### src/rtl/seu_reg.sv
module seu_reg #(
  parameter int DW = 8
) (
  input  logic                 clk,
  input  logic                 rst,
  input  logic                 ce,
  input  logic [DW-1:0]        d,
  input  logic                 flip_en,
  input  logic [DW+$clog2(DW+$clog2(DW)+1):0] flip_mask,
  output logic [DW-1:0]        q,
  output logic [1:0]           err
);
  localparam int PW = $clog2(DW + $clog2(DW) + 1);
  localparam int NP = DW + PW;
  localparam int SW = NP + 1;

  function automatic int dpos(int i);
    int cnt;
    int res;
    cnt = 0;
    res = 0;
    for (int p = 1; p <= NP; p++) begin
      if ((p & (p - 1)) != 0) begin
        if (cnt == i) res = p;
        cnt++;
      end
    end
    return res;
  endfunction

  function automatic logic [PW-1:0] hgen(logic [DW-1:0] dv);
    logic [PW-1:0] h;
    int pos;
    h = '0;
    for (int i = 0; i < DW; i++) begin
      pos = dpos(i);
      for (int k = 0; k < PW; k++)
        if (pos[k]) h[k] = h[k] ^ dv[i];
    end
    return h;
  endfunction

  logic [SW-1:0] st;
  logic [DW-1:0] info, fix;
  logic [PW-1:0] syn;
  logic          par;

  always_ff @(posedge clk) begin
    if (rst)          st <= '0;
    else if (ce)      st <= {d, hgen(d), ^{d, hgen(d)}};
    else if (flip_en) st <= st ^ flip_mask;
  end

  assign info = st[SW-1:PW+1];
  assign syn  = st[PW:1] ^ hgen(info);
  assign par  = ^st;

  always_comb begin
    for (int i = 0; i < DW; i++)
      fix[i] = (int'(syn) == dpos(i));
  end

  always_comb begin
    if (!par && syn == '0)         err = 2'b00;
    else if (par && int'(syn) <= NP) err = 2'b01;
    else                           err = 2'b10;
  end

  assign q = (err == 2'b01) ? (info ^ fix) : info;

  p_reset_clear_r1: assert property (@(posedge clk) $fell(rst) |-> (q == '0 && err == 2'b00));
  p_write_clean_r2: assert property (@(posedge clk) disable iff (rst)
    ce |=> (q == $past(d) && err == 2'b00));
  p_hold_r3: assert property (@(posedge clk) disable iff (rst)
    (!ce && !flip_en) |=> ($stable(q) && $stable(err)));
  p_single_fix_r5: assert property (@(posedge clk) disable iff (rst)
    (!ce && flip_en && $countones(flip_mask) == 1 && err == 2'b00) |=> (err == 2'b01 && q == $past(q)));
  p_double_flag_r7: assert property (@(posedge clk) disable iff (rst)
    (!ce && flip_en && $countones(flip_mask) == 2 && err == 2'b00) |=> (err == 2'b10));
  p_no_reserved_r8: assert property (@(posedge clk) disable iff (rst) err != 2'b11);
endmodule

### config.mk
export PLATFORM = sky130hd
export DESIGN_NAME = seu_reg
export DESIGN_NICKNAME = d
export VERILOG_FILES = /design/src/rtl/seu_reg.sv
export SDC_FILE = /design/constraint.sdc
export NUM_CORES = 1
export LEC_CHECK = 0
export ABC_AREA = 1
export ABC_CLOCK_PERIOD_IN_PS = 2050
export BUFFER_PORTS_ARGS = -buffer_cell sky130_fd_sc_hd__buf_2
export CORE_MARGIN = 1.5
export CORE_UTILIZATION = 50
export CTS_CLUSTER_SIZE = 16
export DETAILED_ROUTE_END_ITERATION = 8
export PLACE_DENSITY = 0.82
export SYNTH_ARGS = -nofsm -noshare
export SYNTH_HDL_FRONTEND = slang
export SYNTH_SLANG_ARGS = --single-unit
export TNS_END_PERCENT = 50
### constraint.sdc
create_clock -name clk -period 2.05 [get_ports clk]
set_clock_uncertainty 0.2 [all_clocks]
set_input_delay 0.1025 -clock clk [delete_from_list [all_inputs] [get_ports clk]]
set_output_delay 0.1025 -clock clk [all_outputs]
set_load 0.05 [all_outputs]
* Word level (Yosys, flattened, before mapping)
Cells that the tools add are included.
** Storage, ports and cells
- Input port bits :: 25
- Flip-flop bits (word level) :: 13
** Cells by class
- Equality and inequality tests :: 58
- Mux-type cells :: 187
- Bitwise logic cells :: 45
- Add/subtract/negate cells :: 6
- Magnitude comparators :: 1
- Reductions and logical operators :: 14
** Operators with widths (count)
- $eq 32x4->1 const B :: 28
- $eq 32x3->1 const B :: 14
- $mux 32 :: 14
- $eq 32x2->1 const B :: 7
- $logic_not 32->1 :: 7
- $mux 4 :: 56
- $add 32x2->32 const B :: 6
- $mux 1 :: 96
- $mux 3 :: 16
- $xor 1x1->1 :: 42
- $mux 13 :: 2
- $eq 4x4->1 const B :: 6
- $reduce_xor 13->1 :: 1
- $xor 13x13->13 :: 1
- $reduce_xor 12->1 :: 1
- $eq 4x3->1 const B :: 2
- $mux 8 :: 1
- $xor 8x8->8 :: 1
- $le 4x4->1 const B :: 1
- $logic_not 4->1 :: 1
- $mux 2 :: 2
- $xor 4x4->4 :: 1
- $eq 2x1->1 const B :: 1
- $logic_and 1x1->1 :: 2
- other kinds (2) :: 2

* Depth between registers and ports, before layout
Gate-level depths: netlist (run 1).
- Word-level depth :: 57
- Gate-level depth with buffers :: 14
- Mapped depth without buffers :: 13

* Worst setup path after synthesis (run 1)
OpenSTA, ideal clock, no wires.
- Path type :: register -> output
- Start :: register st[12]
- End :: output port err[1]
- Cell stages (with the launch flop) :: 11
- Arrival time :: 2.123 ns
- Data required time :: 1.747 ns
- Path slack :: -0.376 ns
- Cell sequence :: dfxtp_1 -> buf_2 -> xnor2_2 -> inv_1 -> xor2_1 -> inv_2 -> nor2_2 -> nand2_2 -> nand2_1 -> inv_2 -> nor2_1
** On the way
- Word-level cells in the longest chain between the ends :: 6
- Elaborated cells on any way between the ends :: 11
- Those cells by class :: order compare: 1; mux: 2; bitwise: 3; reduce/logical: 5
** Ends and longest elaborated chain
- from (decl) :: line 43 : logic [SW-1:0] st;
- from (signal assigned) :: line 50 : else if (ce) st <= {d, hgen(d), ^{d, hgen(d)}};
- from (signal assigned) :: line 51 : else if (flip_en) st <= st ^ flip_mask;
- $xor 1x1->1 :: line 38 : if (pos[k]) h[k] = h[k] ^ dv[i];
- $xor 4x4->4 :: line 55 : assign syn = st[PW:1] ^ hgen(info);
- $le 4x4->1 :: line 65 : else if (par && int'(syn) <= NP) err = 2'b01;
- $logic_and 1x1->1 :: line 65
- $mux 2 :: line 65
- $mux 2 * :: line 64 : if (!par && syn == '0) err = 2'b00;
- to (decl) :: line 11 : output logic [1:0] err
Mark *: on every way between the ends. The rest lies on a longest branch, timed or not.

* Worst setup path in the final report (run 1)
- Start :: register st[4]
- End :: output port q[6]
** On the way
- Word-level cells in the longest chain between the ends :: 7
- Elaborated cells on any way between the ends :: 13
- Those cells by class :: order compare: 1; eq/ne: 2; mux: 3; bitwise: 2; reduce/logical: 5
** Ends and longest elaborated chain
- $xor 4x4->4 :: line 55
- $le 4x4->1 :: line 65
- $logic_and 1x1->1 :: line 65
- $mux 2 :: line 65
- $mux 2 :: line 64
- $eq 2x1->1 :: line 69 : assign q = (err == 2'b01) ? (info ^ fix) : info;
- $mux 8 * :: line 69
- to (decl) :: line 10 : output logic [DW-1:0] q,
Marks and branches as above.

==> out/metrics.yaml, run 1 <==
synthesis:
  synthSimpleGateAreaFrac_pct: 41.1
  postSynthAreaPerCell_um2: 5.87
  synth.cells.most_frequent: "sky130_fd_sc_hd__nand2_1, sky130_fd_sc_hd__inv_1, sky130_fd_sc_hd__nand3_1, sky130_fd_sc_hd__xor2_1"
  netlist-cell-type-count: 27
  synth.net_count: 310
  synth_ff_type: "sky130_fd_sc_hd__dfxtp_1"
  number_of_instances_in_the_synthesized_netlist: 285
  synth_area_leader_cell: "sky130_fd_sc_hd__nand2_1"
  synthesis.yosys.warnings: 0
  synth-compound-area-share_pct: 7.55
  synthXorXnorAreaFrac_pct: 22.6
  synthMuxAreaShare_pct: 0
  number_of_flops_mapped_to_enable_cells_by_yosys: 0
  synthTopCellsByArea: "sky130_fd_sc_hd__nand2_1, sky130_fd_sc_hd__dfxtp_1, sky130_fd_sc_hd__xor2_1, sky130_fd_sc_hd__inv_1, sky130_fd_sc_hd__nand3_1"
  synth.ff_latch_count: 13
  sequential_to_total_area_share_from_yosys_stat_pct: 15.5
  synthMostInstantiatedCell: "sky130_fd_sc_hd__nand2_1"
  yosys.area_share.adder_pct: 0
  postSynth.asyncResetShare_pct: 0
  area_share_of_the_leading_cell_type_in_the_synthesized_netlist_pct: 25.1
  main_combinational_cell_family_by_area_after_synthesis: "simple AND/OR/NAND/NOR gates"
  mappedNetlistArea_um2: 1670
grt:
  grt_max_degree: 20
  initial_antenna_violation_count: 0
  routing_layer_with_the_top_usage_in_global_route: "met2"
  use_met3_pct: 2.13
  global_route.usage.met1_pct: 27.4
  grt_first_pass_wirelength_mm: 7.30
  use_met2_pct: 51.5
  grt_remaining_overflow: 0
  global_route.usage.total_pct: 26.1
  first_global_vias: 1804
timing:
  worst-slew-pin-transition_ps: 543
  timing.final.crit_period_ps: 2400
  worst_slack_ps: -353
  totalNegativeSetupSlack_ps: -3040
  timing.final.hold_violations: 0
  maxSlewHeadroom_pct: 63.7
  achievable-frequency_mhz: 416
  final-max-slew-violation-count: 0
  setup_viol: 10
  grt_setup_unrepaired: "true"
  min_period_over_period_pct: 117
hold_path:
  timing.hold.worst_path_depth: 4
  min-delay-path-class: "in -> reg"
routing:
  drt_pre_antenna_iters: 4
  drc_marker_count_from_the_first_detailed_route_iteration: 122
  drt.antenna.violating_nets: 0
  route.vias.total: 2048
  route.detailed.drc: 0
  viasPerCell: 5.22
  avgRoutedWirePerCell_um: 13.6
  drt-total-wl_mm: 5.31
cts:
  number_of_buffers_inserted_during_clock_tree_synthesis: 3
  root_buffer: "sky130_fd_sc_hd__clkbuf_4"
  htreeDepth: 1
  tritoncts: "done"
  clock_tree.buffer_depth: 2
  number_of_clock_sinks: 13
  clkTransAtPathRegs_ps: 80
  clock_latency_ps: 270
final_layout:
  antenna_cells: 0
  registers.top_by_ff_count: "st"
  core_utilization_of_the_finished_layout_pct: 78.7
  largestRegisters: "st x13"
  layout-drive-gt1-share_pct: 31.3
  fin_nets: 374
  p_r_area_growth_vs_syn_pct: 47.1
  largest_register_ff_count: 13
die:
  rows: 20
  pin_count: 35
  fp.dieArea_um2: 3700
  die_w_um: 60.9
  core_region_area_um2: 3130
  starting_utilization_of_the_core_area_pct: 53.5
  die-height_um: 60.9
place:
  numPortBuffers: 34
  gpl.final_weighted_congestion: 0.857
  place.detailed.hpwl_mm: 3.12
worst_setup_path:
  crit_fanout: 5
  critPathArrivalTime_ps: 2100
  cp_data_required_time_ps: 1750
  worstSetupStartpointType: "flop"
  ff2ff_path_depth: 5
  critPathKind: "reg -> out"
  crit_path_end_kind: "output port"
run:
  max_cap_violations: 0
power_and_ir_drop:
  vdd_drop_max_mv: 0.256
  power.density_nw_per_um2: 773
  cellLeakagePower_nw: 1.27
outcome:
  outcome: "complete, but fails checks"
  failed_checks: "setup timing"
[area by class of cell]
cell class,count,area [um2]
tap,44,55.1
inverter,38,148
fill,211,666
timing repair buffer,68,549
multi-input combinational,225,1410
clock buffer,4,26.3
sequential,13,279
[critical path: stages (launching register included)]
cell                      delay, ps
sky130_fd_sc_hd__dfxtp_1        450
sky130_fd_sc_hd__xnor2_1        130
sky130_fd_sc_hd__xnor2_1        260
sky130_fd_sc_hd__nand2_1        160
sky130_fd_sc_hd__nand2_1        120
sky130_fd_sc_hd__nand2_2        130
sky130_fd_sc_hd__nand2_4        160
sky130_fd_sc_hd__nand3_2         80
sky130_fd_sc_hd__nand2_1        100
sky130_fd_sc_hd__nand2_1         90
sky130_fd_sc_hd__buf_6          160
[where the power goes]
part / switching, W / internal [W] / leakage [nW]
clock network: 0.0000800 / 0.0000752 / 0.0150
registers: 0.0000374 / 0.000276 / 0.112
logic: 0.000923 / 0.000511 / 1.14
[cell usage in the layout (no fill, tap or decap)]
cell	n
sky130_fd_sc_hd__xor2_4	2
sky130_fd_sc_hd__xnor2_4	1
sky130_fd_sc_hd__a31oi_1	8
sky130_fd_sc_hd__a21oi_1	5
sky130_fd_sc_hd__nand3_2	6
sky130_fd_sc_hd__dfxtp_4	3
sky130_fd_sc_hd__buf_2	24
sky130_fd_sc_hd__dlygate4sd3_1	17
sky130_fd_sc_hd__xor2_2	2
sky130_fd_sc_hd__or2_2	1
sky130_fd_sc_hd__xor2_1	18
sky130_fd_sc_hd__nand2_1	101
sky130_fd_sc_hd__o31ai_1	1
sky130_fd_sc_hd__nand2_2	11
sky130_fd_sc_hd__inv_4	2
sky130_fd_sc_hd__dfxtp_1	4
sky130_fd_sc_hd__inv_2	3
sky130_fd_sc_hd__nand3_1	19
sky130_fd_sc_hd__nand4_1	7
sky130_fd_sc_hd__nand3b_1	1
sky130_fd_sc_hd__o211ai_1	2
sky130_fd_sc_hd__buf_8	3
sky130_fd_sc_hd__clkbuf_1	1
sky130_fd_sc_hd__nand2_8	1
sky130_fd_sc_hd__o21ai_0	4
sky130_fd_sc_hd__inv_1	33
sky130_fd_sc_hd__nor2_2	2
sky130_fd_sc_hd__xnor2_1	12
sky130_fd_sc_hd__xnor2_2	4
sky130_fd_sc_hd__nor2_4	5
sky130_fd_sc_hd__buf_6	9
sky130_fd_sc_hd__nor2_1	5
sky130_fd_sc_hd__nand2_4	6
sky130_fd_sc_hd__buf_4	15
sky130_fd_sc_hd__a221oi_1	1
sky130_fd_sc_hd__dfxtp_2	6
sky130_fd_sc_hd__clkbuf_4	3
[worst paths after layout]
kind,slack (ps),startpoint,endpoint
max,-350,st[4],q[6]
min,10,flip_mask[1],st[1]
max reg2reg,290,st[12],st[12]
min reg2reg,450,st[3],st[3]
[logic make-up after synthesis]
kind of cell | count (synthesis)
compound gates | 21
xor+xnor | 39
buf+inv | 50
flops | 13
simple gates | 162
[layer usage]
layer,wire (um),share of wire [%]
met5,0,0
met4,187,3.5
met3,207,3.9
met2,2910,55
met1,2010,38
[through the flow]
stage,cells,area [um2],power (W),hold slack [ps],setup slack (ps)
finish,392,2460,0.00190,11.6,-353
global route,392,2460,0.00200,37.0,-440
CTS,392,2320,0.00168,11.1,-204
detailed placement,366,1940,0.00131,211,-96.1
global placement,366,1940,0.00128,209,-19.7
floorplan,285,1680,0.00114,64.3,-9.33
[what timing repair did]
item                                    in CTS  in global routing
gates resized for setup                     42                 36
buffers inserted                             2                  0
pin swaps                                   14                 24
gates cloned                                 3                  0
endpoints found under the setup margin      10                 10
hold endpoints to repair                    10                  0
hold buffers                                17                  0
Note: power is estimated with default switching activity, not from simulation.
==> inputs of run 2 (changes only) <==
--- a/config.mk
+++ b/config.mk
@@ -9,10 +9,11 @@
 export ABC_CLOCK_PERIOD_IN_PS = 2050
 export BUFFER_PORTS_ARGS = -buffer_cell sky130_fd_sc_hd__buf_2
 export CORE_MARGIN = 1.5
-export CORE_UTILIZATION = 50
+export CORE_UTILIZATION = 55
 export CTS_CLUSTER_SIZE = 16
 export DETAILED_ROUTE_END_ITERATION = 8
-export PLACE_DENSITY = 0.82
+export MAX_ROUTING_LAYER = met4
+export PLACE_DENSITY = 0.88
 export SYNTH_ARGS = -nofsm -noshare
 export SYNTH_HDL_FRONTEND = slang
 export SYNTH_SLANG_ARGS = --single-unit
==> run 2 against run 1 <==
The flow finishes with violations (DRC, hold timing, setup timing). Combinational power about the same. Sequential share of layout area increased by 0.15 points. Final cell count decreased by 3.6%. Setup slack got worse by 22 ps. Fmax decreased by 0.93%. Sequential power increased by 2%. Non-clock buffer count decreased by 1. Largest cell class unchanged. Highest routed layer unchanged.
==> out/metrics.yaml, run 2 (same netlist as run 1, synthesis figures left out) <==
routing:
  viasPerCell: 5.75  # was 5.22
  drc_marker_count_from_the_first_detailed_route_iteration: 176  # was 122
  route.detailed.drc: 3  # was 0
  drt.antenna.violating_nets: 0  # unchanged
  drt_pre_antenna_iters: 9  # was 4
  drt-total-wl_mm: 5.92  # was 5.31 mm
  avgRoutedWirePerCell_um: 15.7  # was 13.6 um
  route.vias.total: 2175  # was 2,048
final_layout:
  layout-drive-gt1-share_pct: 31.4  # was 31.3%
  registers.top_by_ff_count: "st"  # unchanged
  largest_register_ff_count: 13  # unchanged
  antenna_cells: 0  # unchanged
  layout.cells.most_common: "sky130_fd_sc_hd__nand2_1"  # unchanged
  p_r_area_growth_vs_syn_pct: 45.8  # was 47.1%
  most-common-layout-cells: "sky130_fd_sc_hd__nand2_1, sky130_fd_sc_hd__inv_1, sky130_fd_sc_hd__buf_2"  # unchanged
  largestRegisters: "st x13"  # unchanged
  fin_nets: 373  # was 374
timing:
  grt_setup_unrepaired: "true"  # unchanged
  worst-slew-pin-transition_ps: 525  # was 543 ps
  setup_viol: 10  # unchanged
  hold_slack_ps: -0.200  # was 11.6 ps
  timing.final.hold_violations: 1  # was 0
  maxSlewHeadroom_pct: 64.9  # was 63.7%
  timing.final.crit_period_ps: 2430  # was 2400 ps
  worst_slack_ps: -376  # was -353 ps
  achievable-frequency_mhz: 412  # was 416 MHz
  final-max-slew-violation-count: 0  # unchanged
  totalNegativeSetupSlack_ps: -3150  # was -3040 ps
  min_period_over_period_pct: 118  # was 117%
cts:
  number_of_buffers_inserted_during_clock_tree_synthesis: 3  # unchanged
  root_buffer: "sky130_fd_sc_hd__clkbuf_4"  # unchanged
  number_of_clock_sinks: 13  # unchanged
  clock_latency_ps: 270  # about the same
  clkTransAtPathRegs_ps: 80  # about the same
  tritoncts: "done"  # unchanged
  htreeDepth: 1  # unchanged
  clock_tree.buffer_depth: 2  # unchanged
grt:
  initial_antenna_violation_count: 0  # unchanged
  grt_max_degree: 20  # unchanged
  first_global_vias: 1985  # was 1,804
  grt_first_pass_wirelength_mm: 8.44  # was 7.30 mm
  global_route.usage.total_pct: 33.0  # was 26.1%
  grt_remaining_overflow: 0  # unchanged
worst_setup_path:
  path_cells: "inv_2 -> nand2_2 -> nand2_4 -> nand2_1 -> nand2_1 -> xor2_1 -> inv_2 -> nor2_4 -> buf_4 -> nand3_1 -> nand2_1 -> nand2_1 -> buf_6"  # was xnor2_1 -> xnor2_1 -> nand2_1 -> nand2_1 -> nand2_2 -> nand2_4 -> nand3_2 -> nand2_1 -> nand2_1 -> buf_6
  critPathArrivalTime_ps: 2120  # was 2100 ps
  crit_fanout: 5  # unchanged
  cp_data_required_time_ps: 1750  # about the same
  ff2ff_path_depth: 5  # unchanged
  worstSetupStartpointType: "flop"  # unchanged
  critPathKind: "reg -> out"  # unchanged
  crit_path_end_kind: "output port"  # unchanged
  slowest_stage_delay_on_critical_path_ps: 390  # was 450 ps
  critical-path-top-cell-by-count: "sky130_fd_sc_hd__nand2_1"  # unchanged
  cp_slowest_cell: "sky130_fd_sc_hd__dfxtp_4"  # was sky130_fd_sc_hd__dfxtp_1
die:
  die-height_um: 58.2  # was 60.9 um
  core_region_area_um2: 2830  # was 3130 um2
  pin_count: 35  # unchanged
  starting_utilization_of_the_core_area_pct: 59.2  # was 53.5%
  fp.dieArea_um2: 3380  # was 3700 um2
  rows: 19  # was 20
  die_w_um: 58.2  # was 60.9 um
place:
  gpl.final_weighted_congestion: 0.892  # was 0.857
  numPortBuffers: 34  # unchanged
  place.detailed.hpwl_mm: 3.25  # was 3.12 mm
  pre_cts_slack_ps: -54.6  # was -96.1 ps
hold_path:
  timing.hold.worst_path_depth: 4  # unchanged
  min-delay-path-class: "in -> reg"  # unchanged
power_and_ir_drop:
  cellLeakagePower_nw: 1.27  # about the same
  power.density_nw_per_um2: 782  # was 773 nW/um2
  vdd_drop_max_mv: 0.386  # was 0.256 mV
outcome:
  failed_checks: "DRC, hold timing, setup timing"  # was setup timing
  outcome: "complete, but fails checks"  # unchanged
run:
  max_cap_violations: 0  # unchanged
run 2: changes by cell type in the layout (fill, tap and decap cells not counted), moves of 2 or more:
cell and delta:
sky130_fd_sc_hd__xor2_2 +2, sky130_fd_sc_hd__nand3_2 -2, sky130_fd_sc_hd__xnor2_1 -4, sky130_fd_sc_hd__inv_2 +2
sky130_fd_sc_hd__xnor2_2 +2, sky130_fd_sc_hd__inv_4 -2, sky130_fd_sc_hd__nand2_1 +2, sky130_fd_sc_hd__xnor2_4 +2
sky130_fd_sc_hd__nand3_1 +2
run 2: final timing paths:
check / startpoint / to / slack, ps
worst min register to register: st[0] / st[0] / 410
worst max-delay path: st[11] / q[7] / -380
worst min-delay path: flip_mask[1] / st[1] / -0.2
worst max register to register: st[11] / st[11] / 250
run 2: area by class of cell:
cell class	instances	area, um2
Multi-Input combinational cell	225	1420
Timing Repair Buffer	67	531
Fill cell	145	388
Sequential cell	13	280
Inverter	38	143
Tap cell	31	38.8
Clock buffer	4	26.3
run 2: per-layer routing:
metal  vias up  GRT usage [%]  share of wire (%)
met4         0           15.0                6.6
li1       1010              -                  -
met3        46           2.01                5.7
met2       140           63.0                 52
met5         -              -                  0
met1       979           34.1                 36
run 2: what timing repair did:
action / CTS / global route
setup endpoints to repair: 10 / 10
hold buffers: 17 / 0
hold endpoints to repair: 10 / 0
gates resized for setup: 52 / 20
gates cloned: 2 / 1
buffers inserted: 1 / 0
pin swaps: 16 / 17
run 2: per-stage QoR:
stage / power [W] / cell area (um2) / util (%) / instances
after floorplan: 0.00114 / 1680 / - / 285
after global placement: 0.00129 / 1930 / 68.2 / 353
after detailed placement: 0.00132 / 1930 / 68.2 / 353
after CTS: 0.00171 / 2350 / 82.9 / 377
after global routing: 0.00199 / 2440 / 86.3 / 378
final: 0.00191 / 2440 / 86.3 / 378
run 2: where the power goes:
group	leakage, nW	internal (W)	switching (W)	total (W)
clock network	0.0150	0.0000755	0.0000850	0.000160
logic	1.14	0.000508	0.000920	0.00143
registers	0.112	0.000276	0.0000438	0.000320
total	1.27	0.000860	0.00105	0.00191
run 2: worst max-delay path, delay by kind of cell, from the launching register on:
| kind | cells | cell delay [ps] |
|---|---|---|
| simple gates | 8 | 740 |
| xor+xnor | 1 | 190 |
| flops | 1 | 390 |
| buf+inv | 4 | 500 |
==> inputs of run 3 (changes only) <==
--- a/config.mk
+++ b/config.mk
@@ -8,12 +8,14 @@
 export ABC_AREA = 1
 export ABC_CLOCK_PERIOD_IN_PS = 2050
 export BUFFER_PORTS_ARGS = -buffer_cell sky130_fd_sc_hd__buf_2
-export CORE_MARGIN = 1.5
+export CORE_MARGIN = 2
 export CORE_UTILIZATION = 55
 export CTS_CLUSTER_SIZE = 16
 export DETAILED_ROUTE_END_ITERATION = 8
 export MAX_ROUTING_LAYER = met4
 export PLACE_DENSITY = 0.88
+export RECOVER_POWER = 50
+export SETUP_SLACK_MARGIN = 0.05
 export SYNTH_ARGS = -nofsm -noshare
 export SYNTH_HDL_FRONTEND = slang
 export SYNTH_SLANG_ARGS = --single-unit
==> run 3 against run 2 <==
The run ends with hold timing, setup timing left. Sequential power is 2% higher. Worst hold slack lost 7.3 ps. First-iteration DRC count increased by 53%. Total power increased by 8.1%. Via count increased by 5.6%. Non-clock buffer count rose by 3. Critical path type unchanged. Final area is 6.8% higher. Register-to-register slack worse by 190 ps. Fmax decreased by 6.2%. Sequential share of layout area fell by 0.40 points. Core utilization up 1.3 points. Clock power up 14%.
==> out/metrics.yaml, run 3 (same netlist as run 1, synthesis figures left out) <==
worst_setup_path:
  critPathKind: "reg -> out"  # unchanged
  crit_path_end_kind: "output port"  # unchanged
  ff2ff_path_depth: 6  # was 5
  worst_r2r_startpoint: "st[7]"  # was st[11]
  crit_fanout: 5  # unchanged
  critPathArrivalTime_ps: 2280  # was 2120 ps
  worstSetupStartpointType: "flop"  # unchanged
  cp_data_required_time_ps: 1750  # about the same
  critPathLaunch: "st[9]"  # was st[11]
hold_path:
  timing.hold.worst_path_depth: 4  # unchanged
  min-delay-path-class: "in -> reg"  # unchanged
  min_from: "flip_mask[1]"  # unchanged
place:
  numPortBuffers: 34  # unchanged
  place.detailed.hpwl_mm: 3.11  # was 3.25 mm
  gpl.final_weighted_congestion: 0.865  # was 0.892
timing:
  hold_slack_ps: -7.48  # was -0.200 ps
  timing.final.hold_violations: 1  # unchanged
  final-max-slew-violation-count: 0  # unchanged
  min_period_over_period_pct: 126  # was 118%
  grt_setup_unrepaired: "true"  # unchanged
  totalNegativeSetupSlack_ps: -4790  # was -3150 ps
  setup_viol: 10  # unchanged
  achievable-frequency_mhz: 387  # was 412 MHz
  maxSlewHeadroom_pct: 56.6  # was 64.9%
  timing.final.crit_period_ps: 2590  # was 2430 ps
  worst_slack_ps: -536  # was -376 ps
  worst-slew-pin-transition_ps: 649  # was 525 ps
final_layout:
  fin_nets: 376  # was 373
  antenna_cells: 0  # unchanged
  most-common-layout-cells: "sky130_fd_sc_hd__nand2_1, sky130_fd_sc_hd__inv_1, sky130_fd_sc_hd__buf_2"  # unchanged
  multi_input_comb_area_um2: 1540  # was 1420 um2
  largest_register_ff_count: 13  # unchanged
  layout-drive-gt1-share_pct: 35.1  # was 31.4%
  layout.area.seq_um2: 289  # was 280 um2
  largestRegisters: "st x13"  # unchanged
  p_r_area_growth_vs_syn_pct: 55.8  # was 45.8%
  layout_filler_cell_count: 148  # was 145
  layout.cells.most_common: "sky130_fd_sc_hd__nand2_1"  # unchanged
  registers.top_by_ff_count: "st"  # unchanged
cts:
  clock_latency_ps: 300  # was 270 ps
  clock_tree.buffer_depth: 2  # unchanged
  clkTransAtPathRegs_ps: 100  # was 80 ps
  htreeDepth: 1  # unchanged
  root_buffer: "sky130_fd_sc_hd__clkbuf_4"  # unchanged
  number_of_buffers_inserted_during_clock_tree_synthesis: 3  # unchanged
  tritoncts: "done"  # unchanged
  number_of_clock_sinks: 13  # unchanged
routing:
  routed.top_layer: "met4"  # unchanged
  avgRoutedWirePerCell_um: 18.1  # was 15.7 um
  wl_on_met1_mm: 2.44  # was 2.13 mm
  route.vias.total: 2296  # was 2,175
  drt_pre_antenna_iters: 7  # was 9
  viasPerCell: 5.99  # was 5.75
  met2_routed_wl_mm: 3.37  # was 3.06 mm
  met3_wirelength_um: 618  # was 336 um
  drt-total-wl_mm: 6.94  # was 5.92 mm
  route.detailed.drc: 0  # was 3
  drt.antenna.violating_nets: 0  # unchanged
  drc_marker_count_from_the_first_detailed_route_iteration: 269  # was 176
power_and_ir_drop:
  power.density_nw_per_um2: 791  # was 782 nW/um2
  cellLeakagePower_nw: 1.31  # was 1.27 nW
  power.total_w: 0.00206  # was 0.00191 W
  vdd_drop_max_mv: 0.364  # was 0.386 mV
die:
  starting_utilization_of_the_core_area_pct: 56.2  # was 59.2%
  die_w_um: 59.2  # was 58.2 um
  core_region_area_um2: 2980  # was 2830 um2
  die-height_um: 59.2  # was 58.2 um
  pin_count: 35  # unchanged
  fp.dieArea_um2: 3500  # was 3380 um2
  rows: 20  # was 19
grt:
  grt_first_pass_wirelength_mm: 8.38  # was 8.44 mm
  grt_max_degree: 20  # unchanged
  grt_remaining_overflow: 0  # unchanged
  first_global_vias: 1945  # was 1,985
  initial_antenna_violation_count: 0  # unchanged
  global_route.usage.total_pct: 32.5  # was 33.0%
run:
  max_cap_violations: 0  # unchanged
outcome:
  failed_checks: "hold timing, setup timing"  # was DRC, hold timing, setup timing
  outcome: "complete, but fails checks"  # unchanged
-- run 3: where the power goes --
group	switching [W]	leakage [nW]	total [W]	internal (W)
Sequential	0.0000528	0.113	0.000328	0.000275
Combinational	0.000992	1.18	0.00155	0.000562
Clock	0.000109	0.0177	0.000182	0.0000729
Total	0.00115	1.31	0.00206	0.000909
-- run 3: critical path, cell delays in order, from the launching register on --
cell and delay [ps]:
sky130_fd_sc_hd__dfxtp_2 370, sky130_fd_sc_hd__buf_4 160, sky130_fd_sc_hd__xnor2_2 240, sky130_fd_sc_hd__buf_4 190, sky130_fd_sc_hd__xor2_1 190, sky130_fd_sc_hd__nand3_2 220
sky130_fd_sc_hd__nand2_4 170, sky130_fd_sc_hd__nand3_1 110, sky130_fd_sc_hd__nand2_1 120, sky130_fd_sc_hd__nand2_2 70, sky130_fd_sc_hd__buf_6 150
-- run 3: final timing paths --
path                            slack (ps)    end
worst min register to register         450  st[0]
worst min-delay path                    -7  st[1]
worst max-delay path                  -540   q[2]
worst max register to register          60  st[7]
-- run 3: metrics by stage --
stage               area [um2]  utilization [%]  cells  worst slack, ps
global route              2610             87.6    383             -560
finish                    2610             87.6    383             -536
global placement          1940             65.0    355            -29.8
CTS                       2350             79.1    379             -181
detailed placement        1940             65.0    355            -97.1
floorplan                 1690                -    285            -4.84
-- run 3: area by class of cell --
class / instances / share of cell area (%)
multi-input cells: 225 / 59.1
clock inverters: 1 / 0.192
flip-flops and latches: 13 / 11.1
clock buffers: 3 / 0.864
well taps: 33 / 1.58
repair buffers: 70 / 21.4
inverters: 38 / 5.76
-- run 3: metal layers --
metal,global-route usage (%),vias up
met5,-,-
met2,62.5,195
met1,33.5,1026
met4,14.0,0
li1,-,1013
met3,1.97,62
-- run 3: repair_timing --
action | CTS | global route
hold buffers | 17 | 0
setup buffers | 0 | 4
endpoints found under the hold margin | 10 | 0
pin swaps | 20 | 30
gates resized for setup | 54 | 47
endpoints found under the setup margin | 10 | 10
cloned | 3 | 0
